**src/rtl/ocu_channel.sv**
```systemverilog
module ocu_channel #(
  parameter int W = 8
) (
  input  logic         clk,
  input  logic         rst_n,
  input  logic         tick,
  input  logic [W-1:0] count,
  input  logic         at_top,
  input  logic         at_bottom,
  input  logic         pwm_mode,
  input  logic         load_at_top,
  input  logic         cmp_wr,
  input  logic [W-1:0] cmp_wdata,
  input  logic         cnt_wr,
  input  logic         force_cmp,
  input  logic [1:0]   com_mode,
  input  logic         flag_clr,
  output logic [W-1:0] cmp_rdata,
  output logic         match_flag,
  output logic         wave_out,
  output logic         out_en
);

  logic [W-1:0] ocr_act, ocr_buf;
  logic         blk;
  logic         hit, frc, load_pt, act_ev;
  logic         wave_nx;

  assign load_pt = tick & (load_at_top ? at_top : at_bottom);
  assign hit     = tick & (count == ocr_act) & ~blk & ~cnt_wr;
  assign frc     = force_cmp & ~pwm_mode;
  assign act_ev  = hit | frc;

  always_comb begin
    unique case (com_mode)
      2'b01:   wave_nx = ~wave_out;
      2'b10:   wave_nx = 1'b0;
      2'b11:   wave_nx = 1'b1;
      default: wave_nx = wave_out;
    endcase
  end

  always_ff @(posedge clk or negedge rst_n) begin
    if (!rst_n) begin
      ocr_buf <= '0;
      ocr_act <= '0;
    end else begin
      if (cmp_wr) ocr_buf <= cmp_wdata;
      if (cmp_wr && !pwm_mode) ocr_act <= cmp_wdata;
      else if (pwm_mode && load_pt) ocr_act <= ocr_buf;
    end
  end

  always_ff @(posedge clk or negedge rst_n) begin
    if (!rst_n)      blk <= 1'b0;
    else if (cnt_wr) blk <= 1'b1;
    else if (tick)   blk <= 1'b0;
  end

  always_ff @(posedge clk or negedge rst_n) begin
    if (!rst_n) begin
      match_flag <= 1'b0;
      wave_out   <= 1'b0;
    end else begin
      if (hit)           match_flag <= 1'b1;
      else if (flag_clr) match_flag <= 1'b0;
      if (act_ev) wave_out <= wave_nx;
    end
  end

  assign cmp_rdata = pwm_mode ? ocr_buf : ocr_act;
  assign out_en    = |com_mode;


  flag_hold_chk: assert property (@(posedge clk) disable iff (!rst_n)
    match_flag && !flag_clr |=> match_flag);


  force_no_flag_chk: assert property (@(posedge clk) disable iff (!rst_n)
    force_cmp && !hit && !match_flag |=> !match_flag);


  cnt_wr_block_chk: assert property (@(posedge clk) disable iff (!rst_n)
    cnt_wr && !match_flag |=> !match_flag);


  pwm_hold_chk: assert property (@(posedge clk) disable iff (!rst_n)
    pwm_mode && !load_pt |=> $stable(ocr_act));


  wave_quiet_chk: assert property (@(posedge clk) disable iff (!rst_n)
    !hit && !frc |=> $stable(wave_out));

endmodule

```
**config.mk**
```make
export PLATFORM = sky130hd
export DESIGN_NAME = ocu_channel
export DESIGN_NICKNAME = d
export VERILOG_FILES = /design/src/rtl/ocu_channel.sv
export SDC_FILE = /design/constraint.sdc
export NUM_CORES = 1
export LEC_CHECK = 0
export BUFFER_PORTS_ARGS = -buffer_cell sky130_fd_sc_hd__buf_2
export CAP_MARGIN = 10
export CORE_ASPECT_RATIO = 1.25
export CORE_MARGIN = 5
export CORE_UTILIZATION = 47
export DETAILED_ROUTE_END_ITERATION = 6
export GPL_ROUTABILITY_DRIVEN = 0
export PLACE_DENSITY = 0.84
export SYNTH_ARGS = -nofsm -noshare
export SYNTH_HDL_FRONTEND = slang
export SYNTH_SLANG_ARGS = --single-unit
```
**constraint.sdc**
```tcl
create_clock -name clk -period 1.9 [get_ports clk]
set_clock_uncertainty 0.2 [all_clocks]
set_input_delay 0.285 -clock clk [delete_from_list [all_inputs] [get_ports clk]]
set_output_delay 0.285 -clock clk [all_outputs]
set_load 0.005 [all_outputs]
```
==> results.sh, run 1 <==
export IMPL_dr_pass1_iters=4
export IMPL_fmax_mhz=565
export IMPL_htree_levels=1
export IMPL_ys_types=22
export IMPL_portBuffers=39
export IMPL_drive_gt1_share_pct=48.5
export IMPL_worstPathCellList="xor2_1, nor4_2, a41oi_2, mux2i_1, o221ai_1"
export IMPL_drtIter0Drc=31
export IMPL_io_pins=40
export IMPL_diodes=0
export IMPL_layout_setup_ws_ns=0.131
export IMPL_vias=823
export IMPL_cts_buffers=3
export IMPL_setup_viol=0
export IMPL_synthArstFlopShare_pct=100
export IMPL_status="complete, no violations"
export IMPL_grt_pass1_vias=974
export IMPL_cts_tree="yes"
export IMPL_clkTransAtPathRegs_ns=0.10
export IMPL_hpwl_mm=1.84
export IMPL_syn_inst=91
export IMPL_dieArea_mm2=0.00325
export IMPL_rr_endpoint="wave_out$_DFFE_PN0P_"
export IMPL_postSynthAreaPerCell_um2=11.4
export IMPL_rows=19
export IMPL_min_path_cells=2
export IMPL_min_path_type="input port to flip-flop"
export IMPL_critPathSlowestCell="dfrtp_1"
export IMPL_syn_nets=120
export IMPL_ir_drop_mv=0.481
export IMPL_clock_sinks=19
export IMPL_hold_start="cmp_wdata[6]"
export IMPL_fin_setup_tns_ns=0
export IMPL_power_leakage_nw=0.649
export IMPL_drv_cap=0
export IMPL_area_growth_pct=28.8
export IMPL_power_density_mw_per_mm2=731
export IMPL_p_total_w=0.000974
export IMPL_fp_dieW_um=52.0
export IMPL_period_needed_ns=1.77
export IMPL_dp_slack_ns=0.120
export IMPL_cp_num_buf_inv=0
export IMPL_cts_root_buf="clkbuf_4"
export IMPL_period_share_pct=93.1
export IMPL_rrSetupSlack_ns=0.13
export IMPL_fin_nets=166
export IMPL_antenna_left=0
export IMPL_grt_antenna_before_repair=0
export IMPL_cp_max_fo=3
export IMPL_synth_edff_count=0
export IMPL_grt_max_degree=20
export IMPL_end_kind="flip-flop"
export IMPL_avgViaCountPerCell=4.93
export IMPL_ys_ff_latch=19
export IMPL_cts_buffer_depth=2
export IMPL_cp_required_ns=1.86
export IMPL_critPathKind="flip-flop to flip-flop"
export IMPL_core_mm2=0.00216
export IMPL_fp_dieH_um=62.5
export IMPL_wl_mm=2.29
export IMPL_start_util_pct=47.8
export IMPL_grt_pass1_wl_mm=4.03
export IMPL_finalMaxSlewViolations=0
export IMPL_ys_warn_count=0
export IMPL_drc=0
export IMPL_tightestPinTransition_ns=0.415
export IMPL_grt_overflow_total=0
export IMPL_grtUsageTotal_pct=15.6
export IMPL_critPathTopFamily="flip-flops"
export IMPL_clkLatencyLatePin_ns=0.28
export IMPL_holdPathEnd="ocr_buf[6]$_DFFE_PN0P_"
export IMPL_reg2reg_depth=5
export IMPL_slew_headroom_pct=72.4
export IMPL_synth_seq_area_share_pct=45.9
export IMPL_cp_arrival_ns=1.73
export IMPL_hold_violations=0
export IMPL_fin_cells=167
export IMPL_rr_startpoint="ocr_act[2]$_DFFE_PN0P_"
export IMPL_start_kind="flip-flop"
export IMPL_synth_ff_type="dfrtp_1"
export IMPL_route_detailed_wl_per_inst_um=13.7
export IMPL_place_inst=159
export IMPL_syn_cell_area_mm2=0.00103
export IMPL_cp_slowest_stage_delay_ns=0.42
[cells in the final DEF, fill, tap and decap left out, drive strengths merged, types with 3 or more instances in the layout]
cell,n
buf,42
a21oi,8
nor2,8
dfrtp,19
mux2i,10
xor2,8
dlygate4sd3,3
mux2,16
clkbuf,4
inv,3
[how the worst max path moves through the flow]
stage | startpoint | end | depth (start not counted) | slack [ns]
after floorplan | ocr_act[4]$_DFFE_PN0P_ | wave_out$_DFFE_PN0P_ | 5 | 0.28
after global placement | ocr_act[4]$_DFFE_PN0P_ | wave_out$_DFFE_PN0P_ | 5 | 0.22
after detailed placement | ocr_act[4]$_DFFE_PN0P_ | wave_out$_DFFE_PN0P_ | 5 | 0.12
after CTS | ocr_act[4]$_DFFE_PN0P_ | wave_out$_DFFE_PN0P_ | 5 | 0.10
after global routing | ocr_act[2]$_DFFE_PN0P_ | wave_out$_DFFE_PN0P_ | 5 | -0.02
final | ocr_act[2]$_DFFE_PN0P_ | wave_out$_DFFE_PN0P_ | 5 | 0.13
[layout make-up]
| cell class | count | area (um^2) |
|---|---|---|
| fillers | 171 | 831 |
| multi-input cells | 65 | 533 |
| flip-flops and latches | 19 | 475 |
| repair buffers | 45 | 248 |
| well taps | 31 | 38.8 |
| clock buffers | 4 | 26.3 |
| inverters | 3 | 11.3 |
[where the power goes]
part	internal, W	total (W)	leakage (nW)	switching [W]
sequential	0.000459	0.000507	0.218	0.0000471
clock	0.0000814	0.000196	0.0150	0.000115
combinational	0.000147	0.000271	0.417	0.000124
total	0.000688	0.000974	0.649	0.000286
[what timing repair did]
| item | 4_1_cts | 5_1_grt |
|---|---|---|
| setup endpoints to repair | 0 | 1 |
| endpoints found under the hold margin | 21 | 0 |
| hold buffers | 3 | 0 |
| buffers inserted | 0 | 1 |
| resized for setup | 0 | 1 |
[cell families after synthesis]
logic type      Yosys count  synth area share [%]
mux                      26                  27.1
flops                    19                  45.9
simple gates             18                  9.31
compound gates           13                  7.62
xor+xnor                  8                  6.77
buf+inv                   7                  3.26
[flip-flops by register name (all words and copies together) (netlist names)]
name and flops:
ocr_act 8, ocr_buf 8, blk 1, match_flag 1, wave_out 1
[layer usage]
layer	wire length [um]	track usage, %	vias up
met5	0	0	-
met4	27	6.56	0
met3	129	1.91	2
met2	1200	28.0	21
met1	932	17.9	394
li1	-	-	406
[synth_stat cells, drive strengths merged (2+ instances only)]
cell | instances | area share (%)
mux2 | 16 | 17
dfrtp | 19 | 46
a21oi | 8 | 3.9
inv | 3 | 1.1
nor2b | 2 | 1.2
buf | 4 | 2.2
nor2 | 8 | 2.9
o21ai | 2 | 1.3
nor3 | 2 | 1.5
xor2 | 8 | 6.8
mux2i | 10 | 9.7
nand2 | 2 | 0.73
[metrics by stage]
step / instance area, um^2 / hold WS, ns / util, %
CTS: 1320 / 0.0332 / 60.9
global route: 1330 / 0.0278 / 61.6
floorplan: 1030 / -0.211 / -
global placement: 1260 / 0.0424 / 58.3
finish: 1330 / 0.0390 / 61.6
detailed placement: 1260 / 0.0397 / 58.3
Power figures use the tool's default switching activity.
==> inputs of run 2 (changes only) <==
Settings changed: ABC_AREA from default to 1, CORE_UTILIZATION 47 to 48, PLACE_DENSITY 0.84 to 0.85.
==> results.sh, run 2 <==
export IMPL_cp_required_ns=1.41
export IMPL_fin_cells=214
export IMPL_ys_ff_latch=19
export IMPL_critPathKind="flip-flop to primary output"
export IMPL_portBuffers=39
export IMPL_ir_drop_mv=0.514
export IMPL_reg_top3="ocr_act: 8 flops, ocr_buf: 8 flops"
export IMPL_final_common_cell="nand2_1"
export IMPL_hold_violations=0
export IMPL_dr_pass1_iters=5
export IMPL_clkTransAtPathRegs_ns=0.11
export IMPL_synth_area_top_cells="dfrtp_1, nand2_1, o21ai_0, inv_1, o211ai_1"
export IMPL_swShare_pct=31.8
export IMPL_grt_antenna_before_repair=0
export IMPL_rsz0062_at_grt="false"
export IMPL_fin_nets=213
export IMPL_power_leakage_nw=0.730
export IMPL_dieArea_mm2=0.00337
export IMPL_yosys_area_top_type_share_pct=43.0
export IMPL_drtIter0Drc=17
export IMPL_register_area_um2=475
export IMPL_multi_input_area_um2=492
export IMPL_cts_buffers=3
export IMPL_internal_power_w=0.000646
export IMPL_power_density_mw_per_mm2=705
export IMPL_syn_nets=173
export IMPL_slew_headroom_pct=71.1
export IMPL_netSwitchingPower_w=0.000302
export IMPL_cp_max_fo=2
export IMPL_start_kind="flip-flop"
export IMPL_critPathTopFamily="flip-flops"
export IMPL_synth_edff_count=0
export IMPL_syn_inst=144
export IMPL_fp_dieW_um=52.9
export IMPL_fillCellCount=202
export IMPL_core_mm2=0.00221
export IMPL_cts_setup_buffers=0
export IMPL_fp_dieH_um=63.7
export IMPL_worstPathCellList="inv_1, o21ai_0, buf_2"
export IMPL_synth_top_cell_by_area="dfrtp_1"
export IMPL_cp_num_buf_inv=2
export IMPL_antenna_left=0
export IMPL_cp_slowest_stage_delay_ns=0.40
export IMPL_fmax_mhz=642
export IMPL_clkLatencyLatePin_ns=0.29
export IMPL_io_pins=40
export IMPL_cp_arrival_ns=1.07
export IMPL_cts_root_buf="clkbuf_4"
export IMPL_critPathSlowestCell="dfrtp_1"
export IMPL_vias=1047
export IMPL_post_route_util_pct=60.8
export IMPL_fin_setup_tns_ns=0
export IMPL_status="complete, no violations"
export IMPL_end_kind="primary output"
export IMPL_p_total_w=0.000948
export IMPL_grtUsageTotal_pct=16.9
export IMPL_area_growth_pct=21.6
export IMPL_syn_cell_area_mm2=0.00111
export IMPL_place_inst=208
export IMPL_grt_pass1_vias=1072
export IMPL_drc=0
export IMPL_synth_ff_type="dfrtp_1"
export IMPL_start_util_pct=50.0
export IMPL_ys_types=22
export IMPL_route_detailed_wl_per_inst_um=11.9
export IMPL_tightestPinTransition_ns=0.432
export IMPL_min_path_type="input port to flip-flop"
export IMPL_cts_buffer_depth=2
export IMPL_drv_cap=0
export IMPL_grt_pass1_wl_mm=4.43
export IMPL_setup_viol=0
export IMPL_ctsResizeCount=0
export IMPL_htree_levels=1
export IMPL_wl_mm=2.55
export IMPL_hpwl_mm=2.00
export IMPL_comb_power_share_pct=26.9
export IMPL_clkPwrFrac_pct=22.0
export IMPL_ys_warn_count=0
export IMPL_cts_tree="yes"
export IMPL_layout_common_cells="nand2_1, buf_2, inv_1"
export IMPL_synth_common_cells="nand2_1, inv_1, o21ai_0"
export IMPL_period_share_pct=81.9
export IMPL_drive_gt1_share_pct=27.3
export IMPL_period_needed_ns=1.56
export IMPL_clock_sinks=19
export IMPL_synth_seq_area_share_pct=43.0
export IMPL_grt_overflow_total=0
export IMPL_diodes=0
export IMPL_grt_max_degree=21
export IMPL_synthMostInstantiatedCell="nand2_1"
export IMPL_rows=19
export IMPL_avgViaCountPerCell=4.89
export IMPL_seqPwrFrac_pct=51.2
export IMPL_finalMaxSlewViolations=0
export IMPL_postSynthAreaPerCell_um2=7.68
export IMPL_ctsHoldBuffers=2
export IMPL_synthArstFlopShare_pct=100
==> run 2: changes by cell type after synthesis, sizes merged, moves of 2 or more <==
| cell | delta |
|---|---|
| nand2 | +44 |
| o21ai | +24 |
| inv | +23 |
| mux2 | -16 |
| mux2i | -10 |
| xor2 | -8 |
| a21oi | -7 |
| o211ai | +7 |
| xnor2 | +5 |
| nor2 | -4 |
| clkbuf | +2 |
| nor2b | -2 |
| nor3 | -2 |
| o22ai | +2 |
==> run 2: cell families after synthesis <==
group / Yosys count / share of synthesized area (%)
AOI/OAI and AO/OA: 37 / 21.7
xor gates and xnor gates: 5 / 3.96
buffers and inverters: 32 / 12.6
DFF: 19 / 43.0
and+or+nand+nor: 51 / 18.8
==> run 2: layout make-up <==
cell class / count / share of cell area (%)
Timing Repair Buffer: 41 / 16.0
Tap cell: 31 / 2.88
Multi-Input combinational cell: 93 / 36.6
Inverter: 26 / 7.26
Clock buffer: 4 / 1.95
Sequential cell: 19 / 35.3
==> run 2: worst paths after layout <==
| kind | startpoint | endpoint | cells after the start | slack, ns |
|---|---|---|---|---|
| hold reg to reg | wave_out$_DFFE_PN0P_ | wave_out$_DFFE_PN0P_ | 2 | 0.32 |
| setup / recovery | ocr_act[4]$_DFFE_PN0P_ | cmp_rdata[4] | 3 | 0.34 |
| min in group asynchronous | rst_n | blk$_DFFE_PN0P_ | 2 | 0.25 |
| hold / removal | cmp_wdata[6] | ocr_buf[6]$_DFFE_PN0P_ | 3 | 0.01 |
| setup reg to reg | ocr_act[6]$_DFFE_PN0P_ | wave_out$_DFFE_PN0P_ | 10 | 0.48 |
| max in group asynchronous | rst_n | ocr_act[5]$_DFFE_PN0P_ | 2 | 0.95 |
==> run 2: worst min-delay path, stage by stage <==
cell     delay [ns]
buf_2          0.09
nand2_1        0.04
o21ai_0        0.06
==> run 2: per-stage QoR <==
step	worst slack, ns	hold slack [ns]	area (um^2)
6_report	0.343	0.0142	1350
5_1_grt	0.265	0.0207	1350
4_1_cts	0.316	0.00572	1350
3_5_place_dp	0.262	0.0524	1300
3_3_place_gp	0.328	0.0435	1300
2_1_floorplan	0.642	-0.211	1110
==> run 2: metal layers <==
metal  vias up  GRT usage, %  share of wire (%)
met2        30          30.7                 54
li1        526             -                  -
met3         2          2.83                4.7
met4         0          4.15               0.55
met5         -             0                  0
met1       489          19.9                 41
==> run 2: power groups by stage <==
stage               registers, W  logic, W  clock network, W
floorplan               0.000486  0.000162                 0
global placement        0.000492  0.000243                 0
global route            0.000492  0.000289          0.000227
detailed placement      0.000495  0.000252                 0
CTS                     0.000486  0.000256          0.000217
finish                  0.000485  0.000255          0.000208
==> inputs of run 3 (changes only) <==
Clock period 1.9 ns to 1.5 ns, I/O delays scaled along.
==> results.sh, run 3 (synthesis gave the netlist of run 2 again) <==
export IMPL_grt_pass1_wl_mm=4.57
export IMPL_cts_tree="yes"
export IMPL_period_needed_ns=1.43
export IMPL_rrSetupSlack_ns=0.10
export IMPL_power_density_mw_per_mm2=835
export IMPL_layout_common_cells="nand2_1, buf_2, inv_1"
export IMPL_fp_dieH_um=63.7
export IMPL_holdPathEnd="wave_out$_DFFE_PN0P_"
export IMPL_start_kind="flip-flop"
export IMPL_grt_max_degree=20
export IMPL_worstPathCellList="inv_1, o21ai_1, buf_2"
export IMPL_io_pins=40
export IMPL_start_util_pct=50.0
export IMPL_fp_dieW_um=52.9
export IMPL_tightestPinTransition_ns=0.430
export IMPL_htree_levels=1
export IMPL_power_leakage_nw=0.806
export IMPL_final_common_cell="nand2_1"
export IMPL_core_mm2=0.00221
export IMPL_diodes=0
export IMPL_critPathKind="flip-flop to primary output"
export IMPL_grt_overflow_total=0
export IMPL_rr_startpoint="ocr_act[7]$_DFFE_PN0P_"
export IMPL_min_path_cells=5
export IMPL_vias=1109
export IMPL_min_path_type="input port to flip-flop"
export IMPL_cp_required_ns=1.07
export IMPL_fmax_mhz=697
export IMPL_status="complete, no violations"
export IMPL_clkTransAtPathRegs_ns=0.12
export IMPL_rsz0062_at_grt="true"
export IMPL_cp_max_fo=2
export IMPL_critPathTopFamily="flip-flops"
export IMPL_clock_sinks=19
export IMPL_fin_setup_tns_ns=0
export IMPL_grt_antenna_before_repair=0
export IMPL_rows=19
export IMPL_fin_nets=229
export IMPL_dr_pass1_iters=4
export IMPL_cts_buffers=3
export IMPL_hpwl_mm=2.02
export IMPL_critPathSlowestCell="dfrtp_1"
export IMPL_cp_num_buf_inv=2
export IMPL_drive_gt1_share_pct=33.2
export IMPL_ir_drop_mv=0.722
export IMPL_period_share_pct=95.7
export IMPL_post_route_util_pct=68.7
export IMPL_cp_slowest_stage_delay_ns=0.38
export IMPL_fillCellCount=183
export IMPL_hold_start="force_cmp"
export IMPL_rr_endpoint="wave_out$_DFFE_PN0P_"
export IMPL_cts_root_buf="clkbuf_4"
export IMPL_clkLatencyLatePin_ns=0.30
export IMPL_slew_headroom_pct=71.3
export IMPL_finalMaxSlewViolations=0
export IMPL_hold_violations=0
export IMPL_reg_top3="ocr_act: 8 flops, ocr_buf: 8 flops"
export IMPL_dieArea_mm2=0.00337
export IMPL_drc=0
export IMPL_drtIter0Drc=9
export IMPL_avgViaCountPerCell=4.82
export IMPL_cts_buffer_depth=2
export IMPL_drv_cap=0
export IMPL_route_detailed_wl_per_inst_um=11.8
export IMPL_reg2reg_depth=10
export IMPL_setup_viol=0
export IMPL_antenna_left=0
export IMPL_end_kind="primary output"
export IMPL_portBuffers=39
export IMPL_cp_arrival_ns=1.01
export IMPL_grtUsageTotal_pct=17.7
export IMPL_wl_mm=2.72
export IMPL_area_growth_pct=37.3
export IMPL_grt_pass1_vias=1131
## run 3: cell types whose count changed in the layout (fill, tap and decap cells not counted), sizes merged
cell,change
dlygate4sd3,+10
buf,+6
clkbuf,-1
clkinv,+1
## run 3: stage by stage
step                      area, um^2  worst slack [ns]  cells  hold WS (ns)  total power, W
after floorplan                 1110             0.256    144        -0.271        0.000821
after global placement          1350             0.124    213       -0.0173        0.000947
after detailed placement        1350            0.0945    213      -0.00591        0.000961
after CTS                       1500            0.0209    229        0.0387         0.00125
after global routing            1520           -0.0143    230        0.0434         0.00135
final                           1520            0.0652    230        0.0308         0.00127
## run 3: worst min-delay path: cells and delay by family
| kind | cells | cell delay [ns] |
|---|---|---|
| buffers and inverters | 1 | 0.08 |
| AND/OR/NAND/NOR | 4 | 0.22 |
## run 3: final cells by class
class	count	area, um^2	area share (%)
multi-input combinational	93	504	33.2
clock buffer	3	22.5	1.48
tap	31	38.8	2.55
sequential	19	475	31.3
timing repair buffer	57	375	24.7
clock inverter	1	5.00	0.329
inverter	26	97.6	6.43
## run 3: what timing repair did
| action | 4_1_cts | 5_1_grt |
|---|---|---|
| hold buffers | 12 | 0 |
| hold endpoints to repair | 32 | 0 |
| endpoints found under the setup margin | 0 | 6 |
| setup buffers | 0 | 2 |
| gates resized for setup | 0 | 13 |
## run 3: where the power goes
part | switching (W) | total, W | leakage (nW) | internal [W]
logic | 0.000197 | 0.000382 | 0.556 | 0.000185
clock network | 0.000171 | 0.000270 | 0.0177 | 0.0000994
registers | 0.0000416 | 0.000617 | 0.233 | 0.000575
total | 0.000410 | 0.00127 | 0.806 | 0.000859
## run 3: how the worst max path moves through the flow
stage                     cells after the start  slack (ns)                   start                   end
after floorplan                              10        0.26  ocr_act[7]$_DFFE_PN0P_  wave_out$_DFFE_PN0P_
after global placement                       10        0.12  ocr_act[7]$_DFFE_PN0P_  wave_out$_DFFE_PN0P_
after detailed placement                     10        0.09  ocr_act[7]$_DFFE_PN0P_  wave_out$_DFFE_PN0P_
after CTS                                    10        0.02                  cnt_wr  wave_out$_DFFE_PN0P_
after global routing                         10       -0.01         blk$_DFFE_PN0P_  wave_out$_DFFE_PN0P_
final                                         3        0.07  ocr_act[0]$_DFFE_PN0P_          cmp_rdata[0]
## run 3: metal layers
metal  GRT usage (%)  up-vias  part of all wire, %
li1                -      560                    -
met4            6.71        0                  2.1
met3            2.36        6                  5.3
met5               0        -                    0
met1            20.7      511                   39
met2            31.4       32                   53
